==> config.mk <==
export PLATFORM = sky130hd
export DESIGN_NAME = zbt_sram
export DESIGN_NICKNAME = d
export VERILOG_FILES = /design/src/rtl/zbt_sram_pkg.sv /design/src/rtl/zbt_sram_cmd.sv /design/src/rtl/zbt_sram_wbuf.sv /design/src/rtl/zbt_sram_array.sv /design/src/rtl/zbt_sram.sv
export SDC_FILE = /design/constraint.sdc
export NUM_CORES = 2
export LEC_CHECK = 0
export BUFFER_PORTS_ARGS = -buffer_cell sky130_fd_sc_hd__buf_2
export CORE_AREA = 2 2 536 538
export DETAILED_ROUTE_END_ITERATION = 8
export DIE_AREA = 0 0 538 540
export PLACE_DENSITY = 0.54
export SETUP_SLACK_MARGIN = 0.1
export SKIP_CTS_REPAIR_TIMING = 1
export SKIP_LAST_GASP = 1
export SYNTH_ARGS = -nofsm -noshare
export SYNTH_HDL_FRONTEND = slang
export SYNTH_SLANG_ARGS = --single-unit
export TNS_END_PERCENT = 100
==> constraint.sdc <==
create_clock -name clk -period 7 [get_ports clk]
set_input_delay 0.7 -clock clk [delete_from_list [all_inputs] [get_ports clk]]
set_output_delay 0.7 -clock clk [all_outputs]
set_load 0.01 [all_outputs]
==> src/rtl/zbt_sram_pkg.sv <==
package zbt_sram_pkg;

    localparam int BURST_BITS = 2;

    typedef enum logic [1:0] {
        OP_IDLE  = 2'd0,
        OP_READ  = 2'd1,
        OP_WRITE = 2'd2
    } op_e;

    typedef struct packed {
        op_e                   op;
        logic [BURST_BITS-1:0] beat;
    } cmd_state_t;

    // Low address bits of a burst beat: interleaved xor or linear add.
    function automatic logic [BURST_BITS-1:0] burst_low(
        input logic [BURST_BITS-1:0] start,
        input logic [BURST_BITS-1:0] beat,
        input logic                  linear
    );
        logic [BURST_BITS-1:0] sum;
        sum = start + beat;
        return linear ? sum : (start ^ beat);
    endfunction

endpackage

==> src/rtl/zbt_sram_cmd.sv <==
module zbt_sram_cmd
    import zbt_sram_pkg::*;
#(
    parameter int ADDR_W = 6
) (
    input  logic              clk,
    input  logic              rst,
    input  logic              step,
    input  logic              adv,
    input  logic              sel,
    input  logic              we_n,
    input  logic              lin_mode,
    input  logic [ADDR_W-1:0] addr,
    output op_e               nxt_op,
    output logic [ADDR_W-1:0] nxt_addr,
    output op_e               cur_op,
    output logic [ADDR_W-1:0] cur_addr
);

    cmd_state_t             cur_q, nxt_s;
    logic [ADDR_W-1:0]      base_q, nxt_base;

    always_comb begin
        nxt_base = base_q;
        nxt_s    = '{op: OP_IDLE, beat: '0};
        if (adv) begin
            nxt_s.op   = cur_q.op;
            nxt_s.beat = cur_q.beat + 1'b1;
        end else if (sel) begin
            nxt_s.op = we_n ? OP_READ : OP_WRITE;
            nxt_base = addr;
        end
        nxt_addr = {nxt_base[ADDR_W-1:BURST_BITS],
                    burst_low(nxt_base[BURST_BITS-1:0], nxt_s.beat, lin_mode)};
    end

    assign nxt_op = nxt_s.op;

    always_ff @(posedge clk) begin
        if (rst) begin
            cur_q    <= '{op: OP_IDLE, beat: '0};
            base_q   <= '0;
            cur_addr <= '0;
        end else if (step) begin
            cur_q    <= nxt_s;
            base_q   <= nxt_base;
            cur_addr <= nxt_addr;
        end
    end

    assign cur_op = cur_q.op;

endmodule

==> src/rtl/zbt_sram_wbuf.sv <==
module zbt_sram_wbuf
    import zbt_sram_pkg::*;
#(
    parameter int ADDR_W = 6,
    parameter int LANES  = 4,
    parameter int LANE_W = 8,
    localparam int DATA_W = LANES * LANE_W
) (
    input  logic              clk,
    input  logic              rst,
    input  logic              step,
    input  op_e               nxt_op,
    input  logic [ADDR_W-1:0] nxt_addr,
    input  logic [DATA_W-1:0] din,
    input  logic [LANES-1:0]  bw_n,
    output logic              commit,
    output logic              pend_valid,
    output logic [ADDR_W-1:0] pend_addr,
    output logic [DATA_W-1:0] pend_data,
    output logic [LANES-1:0]  pend_be
);

    // A read leaves the slot parked; a write or deselect drains it.
    assign commit = step && pend_valid && (nxt_op != OP_READ);

    always_ff @(posedge clk) begin
        if (rst) begin
            pend_valid <= 1'b0;
            pend_addr  <= '0;
            pend_data  <= '0;
            pend_be    <= '0;
        end else if (step) begin
            if (nxt_op == OP_WRITE) begin
                pend_valid <= 1'b1;
                pend_addr  <= nxt_addr;
                pend_data  <= din;
                pend_be    <= ~bw_n;
            end else if (nxt_op == OP_IDLE) begin
                pend_valid <= 1'b0;
            end
        end
    end

endmodule

==> src/rtl/zbt_sram_array.sv <==
module zbt_sram_array #(
    parameter int ADDR_W = 6,
    parameter int LANES  = 4,
    parameter int LANE_W = 8,
    localparam int DATA_W = LANES * LANE_W,
    localparam int DEPTH  = 1 << ADDR_W
) (
    input  logic              clk,
    input  logic              rst,
    input  logic              commit,
    input  logic              pend_valid,
    input  logic [ADDR_W-1:0] pend_addr,
    input  logic [DATA_W-1:0] pend_data,
    input  logic [LANES-1:0]  pend_be,
    input  logic [ADDR_W-1:0] rd_addr,
    output logic [DATA_W-1:0] rd_word
);

    logic [DATA_W-1:0] mem [DEPTH];
    logic [DATA_W-1:0] raw;
    logic              hit;

    always_ff @(posedge clk) begin
        if (rst) begin
            for (int w = 0; w < DEPTH; w++) mem[w] <= '0;
        end else if (commit) begin
            for (int i = 0; i < LANES; i++)
                if (pend_be[i])
                    mem[pend_addr][i*LANE_W +: LANE_W] <= pend_data[i*LANE_W +: LANE_W];
        end
    end

    assign raw = mem[rd_addr];
    assign hit = pend_valid && (pend_addr == rd_addr);

    for (genvar g = 0; g < LANES; g++) begin : g_fwd
        assign rd_word[g*LANE_W +: LANE_W] = (hit && pend_be[g]) ?
            pend_data[g*LANE_W +: LANE_W] : raw[g*LANE_W +: LANE_W];
    end

endmodule

==> src/rtl/zbt_sram.sv <==
module zbt_sram
    import zbt_sram_pkg::*;
#(
    parameter int ADDR_W = 6,
    parameter int LANES  = 4,
    parameter int LANE_W = 8,
    localparam int DATA_W = LANES * LANE_W
) (
    input  logic              clk,
    input  logic              rst,
    input  logic [ADDR_W-1:0] addr,
    input  logic [DATA_W-1:0] din,
    input  logic              we_n,
    input  logic [LANES-1:0]  bw_n,
    input  logic              ce1_n,
    input  logic              ce2,
    input  logic              ce3_n,
    input  logic              cke_n,
    input  logic              adv,
    input  logic              lin_mode,
    input  logic              oe_n,
    input  logic              sleep,
    output logic [DATA_W-1:0] dout,
    output logic              dout_en
);

    logic              step, sel, commit, pend_valid;
    op_e               nxt_op, cur_op;
    logic [ADDR_W-1:0] nxt_addr, cur_addr, pend_addr;
    logic [DATA_W-1:0] pend_data, rd_word;
    logic [LANES-1:0]  pend_be;

    assign step = !cke_n && !sleep;
    assign sel  = !ce1_n && ce2 && !ce3_n;

    zbt_sram_cmd #(.ADDR_W(ADDR_W)) u_cmd (
        .clk(clk), .rst(rst), .step(step), .adv(adv), .sel(sel),
        .we_n(we_n), .lin_mode(lin_mode), .addr(addr),
        .nxt_op(nxt_op), .nxt_addr(nxt_addr),
        .cur_op(cur_op), .cur_addr(cur_addr)
    );

    zbt_sram_wbuf #(.ADDR_W(ADDR_W), .LANES(LANES), .LANE_W(LANE_W)) u_wbuf (
        .clk(clk), .rst(rst), .step(step), .nxt_op(nxt_op),
        .nxt_addr(nxt_addr), .din(din), .bw_n(bw_n), .commit(commit),
        .pend_valid(pend_valid), .pend_addr(pend_addr),
        .pend_data(pend_data), .pend_be(pend_be)
    );

    zbt_sram_array #(.ADDR_W(ADDR_W), .LANES(LANES), .LANE_W(LANE_W)) u_arr (
        .clk(clk), .rst(rst), .commit(commit), .pend_valid(pend_valid),
        .pend_addr(pend_addr), .pend_data(pend_data), .pend_be(pend_be),
        .rd_addr(cur_addr), .rd_word(rd_word)
    );

    assign dout_en = (cur_op == OP_READ) && !oe_n && !sleep;
    assign dout    = dout_en ? rd_word : '0;

endmodule

======== Yosys cells after proc, flatten, opt, wreduce, memory -nomap -nowiden ========
Memory sizes are Yosys's and may differ from the RTL's. A register that Yosys moved wholly into a read port is not among the register bits.
Index checks and enable logic that the tools add are counted.
word-level totals
  register bits ........................... 59
  bits in writable memories ............... 2,048
  output and inout port bits .............. 33
  logic and storage cells ................. 76
  memories kept ........................... 1
memories
  name       depth  bits a word  read ports  clocked after memory_dff  wr ports  line                  RTL
  u_arr.mem  64     32           1           1                         64        zbt_sram_array.sv:19  logic [DATA_W-1:0] mem [DEPTH];
operators by class
  add/subtract/negate cells ............... 2
  eq/ne operators ......................... 4
  muxes and demuxes ....................... 37
  bitwise operators ....................... 2
  reductions and logical operators ........ 22
operator list
  kind                   count
  $mux W32               2
  $mux W8                4
  $reduce_or A32 Y1      1
  $mux W6                5
  $mux W1                20
  $logic_and A1 B1 Y1    12
  $mux W2                5
  $eq A6 B6 Y1           1
  $logic_not A1 Y1       5
  $mux W4                1
  $not A4 Y4             1
  $reduce_and A2 Y1      2
  $add A2 B1 Y2 const B  1
  $add A2 B2 Y2          1
  $eq A2 B1 Y1 const B   1
  $eq A2 B2 Y1 const B   1
  $logic_not A2 Y1       1
  $ne A2 B1 Y1 const B   1
  $reduce_bool A2 Y1     1
  $xor A2 B2 Y2          1

======== Depth between registers and ports, before layout ========
  word-level depth ........................ 12
  depth in mapped cells ................... 10
  depth with buffers taken out ............ 7

======== Cells and area by module ========
Synthesis repeated with hierarchy kept, for this count alone.
second synthesis, totals
  cells, all modules ...................... 6,878
  area, all modules ....................... 97,617.4 um^2
by module, submodules not included
  module          instances  cells an instance  area each (um^2)
  zbt_sram_array  1          6,574              95,093.7
  zbt_sram_wbuf   1          187                1,537.7
  zbt_sram_cmd    1          79                 701.9
  zbt_sram        1          38                 284.0

======== Worst setup path after synthesis ========
Ideal clock, no wire load.
  kind .................................... in2out
  from .................................... input oe_n
  to ...................................... output dout[30]
  arrival time ............................ 2.479 ns
  setup slack ............................. 3.821 ns
  stages on the path ...................... 6
  buffers on the path ..................... 2
  cells stage by stage .................... or4b_2 > buf_2 > clkinv_1 > buf_2 > o41ai_1 > a2111oi_0
between the ends
  word-level cells in the longest chain between the ends .. 4
RTL lines
  element                           line            RTL
  start, declared                   zbt_sram.sv:21  input logic oe_n,
  $logic_not A1 Y1                  zbt_sram.sv:56  assign dout_en = (cur_op == OP_READ) && !oe_n && !sleep;
  $logic_and A1 B1 Y1 (2 in a row)  zbt_sram.sv:56
  $mux W32                          zbt_sram.sv:57  assign dout = dout_en ? rd_word : '0;
  end, declared                     zbt_sram.sv:23  output logic [DATA_W-1:0] dout,
No other way between the ends.

==> run_results.csv <==
group,metric,value,unit
synthesis,syn_area,99100,µm²
route,viasPerCell,5.95,
final_layout,fillers,26300,
final_layout,area_delta_synth_final,10.2,%
setup_path,critical_path.max_stage_delay,1.24,ns
power_and_ir_drop,p_int,21.4,mW
power_and_ir_drop,sw_frac_of_total,22.0,%
clocking,cts_buffers,224,
clocking,clk_path_buf_depth,4,
clocking,insertion_delay,0.92,ns
final_layout,final_util,38.4,%
sta,worst_pin_slew,1.52,ns
sta,final.setup_skew,0.0654,ns
placed_design,place_inst,10100,
setup_path,crit_path_cell_trace,"buf_4 > mux4_2 > o22ai_1 > nor3_1 > nor4_1 > buf_4 > nor4_1 > buf_2",
route,wl_per_cell,31.4,µm
final_layout,layout.nets,6572,
synthesis,synth_most_common_cell,"and3_1",
synthesis,synth_top_area_share,62.0,%
run_status,failed_checks,"max-capacitance violations, max-slew violations",
global_route,grt_util_all_layers,22.1,%
run,maxCapViolations,1,
global_route,grt_pass1_vias,60700,
final_layout,layout-drive-gt1-share,17.0,%
route,first_pass_iters,5,
sta,fin_crit_sh,88.4,%
route,vias,62300,
synthesis,ys_top_cells_by_area,"edfxtp_1, and3_1, mux4_2, mux2i_1, clkbuf_1",
setup_path,crit_required,6.30,ns
route,ant_nets,0,
clocking,clk_pin_slew,0.06,ns
synthesis,async_reset_ff_share,0,%
route,drtIter0Drc,8582,
placed_design,io_buffers,85,
floorplanning,die_w,538,µm
sta,max_freq,162,MHz
power_and_ir_drop,p_total,27.4,mW
global_route,gr-total-overflow,0,
floorplanning,rows,196,
sta,slew_violations,2,
floorplanning,start_util,34.8,%
setup_path,critical_path.slowest_cell,"nor4_1",
route,drc,0,
floorplanning,dieArea,291000,µm²
synthesis,synth_flop_cell,"edfxtp_1",
final_layout,finalNonFillerCells,10500,
power_and_ir_drop,clkPwrFrac,43.2,%
setup_path,worstPathArrival,5.49,ns
sta,rsz0062_at_grt,"false",
placed_design,gp_congestion,0.857,
synthesis,synth_cells,6942,
setup_path,crit-reg2reg-launch,"u_wbuf.pend_addr[2]",
global_route,antenna_found_initial,36,
clocking,cts_tree,"done",
placed_design,dpl.hpwl,204,mm
power_and_ir_drop,irDropWorstVdd,0.000206,V
synthesis,yosysWarnings,0,
synthesis,ys_types,68,
sta,final_hold_viol_count,0,
setup_path,path_max_fanout,35,
synthesis,avgSynthCellArea,14.3,µm²
sta,holdWs,0.00994,ns
floorplanning,pin_count,86,
synthesis,yosys-top-cells-count,"and3_1, edfxtp_1, clkbuf_1",
setup_path,cp-end-kind,"output port",
sta,period_needed,6.19,ns
setup_path,start_kind,"register",
clocking,cts_sinks,2109,
clocking,cts_root_buf,"clkbuf_16",
synthesis,synth_fp_nets,6996,
floorplanning,die_height,540,µm
power_and_ir_drop,p_switching,6.03,mW
power_and_ir_drop,pwr-share-seq,52.3,%
power_and_ir_drop,power.density,251,nW/µm²
power_and_ir_drop,p_leak,45.0,nW
power_and_ir_drop,pwr-share-comb,4.5,%
run_status,status,"complete, but fails checks",
floorplanning,core_area,284000,µm²
synthesis,synth_area_leader_cell,"edfxtp_1",
worst_hold_path,hold_start,"bw_n[1]",
synthesis,ys_ff_latch,2109,
synthesis,synth_edf_count,2048,
sta,slew_headroom,-2.38,%
sta,setup_violations,0,
worst_hold_path,hold_path_class,"input pin to register",
setup_path,critPathKind,"register to output port",
synthesis,ys_seq_area_share,63.3,%
clocking,htreeDepth,4,
global_route,grt_max_degree,184,
global_route,grt_pass1_wl,465,mm
route,wirelength,329,mm
sta,setup-tns-final,0,ns
==> critical path, delay by kind of cell (launching register included) <==
family,cells,cell delay (ns)
AO/OA/AOI/OAI,1,0.41
buffers and inverters,3,1.03
flip-flops,1,0.86
multiplexers,1,0.58
AND/OR/NAND/NOR,3,1.57
==> area by class of cell <==
cell class | instances | area, µm² | area share, %
multi-input cells | 3886 | 32400 | 29.6
flip-flops and latches | 2109 | 62800 | 57.5
repair buffers | 293 | 2260 | 2.07
well taps | 3762 | 4710 | 4.31
inverters | 4 | 15.0 | 0.0137
clock inverters | 93 | 1010 | 0.925
clock buffers | 310 | 6080 | 5.56
diodes | 10 | 25.0 | 0.0229
==> worst paths after layout <==
kind,endpoint,slack (ns),cells past startpoint
max,dout[18],0.81,8
min,u_wbuf.pend_be[1],0.01,2
max reg2reg,u_arr.mem[4][1],3.41,4
min reg2reg,u_cmd.base_q[1],0.47,2
==> placed cells by master, fill, tap and decap left out, types with 25 or more instances in the layout <==
cell / count
nor2_2: 43
a21o_1: 257
clkbuf_16: 225
clkbuf_1: 72
mux4_2: 387
nor2_4: 25
a22o_1: 25
a21oi_1: 50
buf_2: 85
a31oi_1: 36
clkinv_2: 40
a22oi_1: 204
dfxtp_2: 34
and3_1: 2066
nand3_1: 69
buf_4: 185
nor2_1: 32
nand2_1: 108
mux2i_1: 305
edfxtp_1: 2048
nor3_1: 31
==> layer usage <==
layer	GRT usage, %	wire length [µm]	part of all wire [%]	up-vias
met1	30.4	134000	41	32700
met4	7.04	11000	3.3	16
met3	3.42	26200	8.0	524
met2	35.7	157000	48	2796
met5	0	98	0.030	-
li1	-	-	-	26300
==> state kept, by name, summed over array words and instances (netlist names), named ones only <==
signal             count
u_wbuf.pend_data      32
u_wbuf.pend_be         4
u_wbuf.pend_addr       6
u_cmd.cur_q            2
u_cmd.cur_addr         2
u_cmd.cur_op           2
u_arr.mem           2048
u_wbuf.pend_valid      1
u_cmd.base_q           6
==> metrics by stage <==
step / setup slack, ns / area [µm²]
after floorplan: 3.82 / 99100
after global placement: 1.76 / 102000
after detailed placement: 1.84 / 102000
after CTS: 0.834 / 109000
after global routing: 0.861 / 109000
final: 0.810 / 109000
==> power groups by stage <==
stage,combinational [mW],sequential [mW],clock [mW]
final,1.22,14.3,11.8
after floorplan,0.785,14.5,0
after CTS,1.23,14.3,11.9
after detailed placement,1.23,14.6,0
after global placement,1.22,14.6,0
after global routing,1.28,14.4,12.4
==> cell families after synthesis <==
family	share of synthesized area (%)
adders and majority gates	0.0126
DFF	63.3
AOI/OAI and AO/OA	5.05
xor gates and xnor gates	0.0795
muxes	12.0
buffers and inverters	4.44
and+or+nand+nor	15.2
Power figures use the tool's default switching activity.
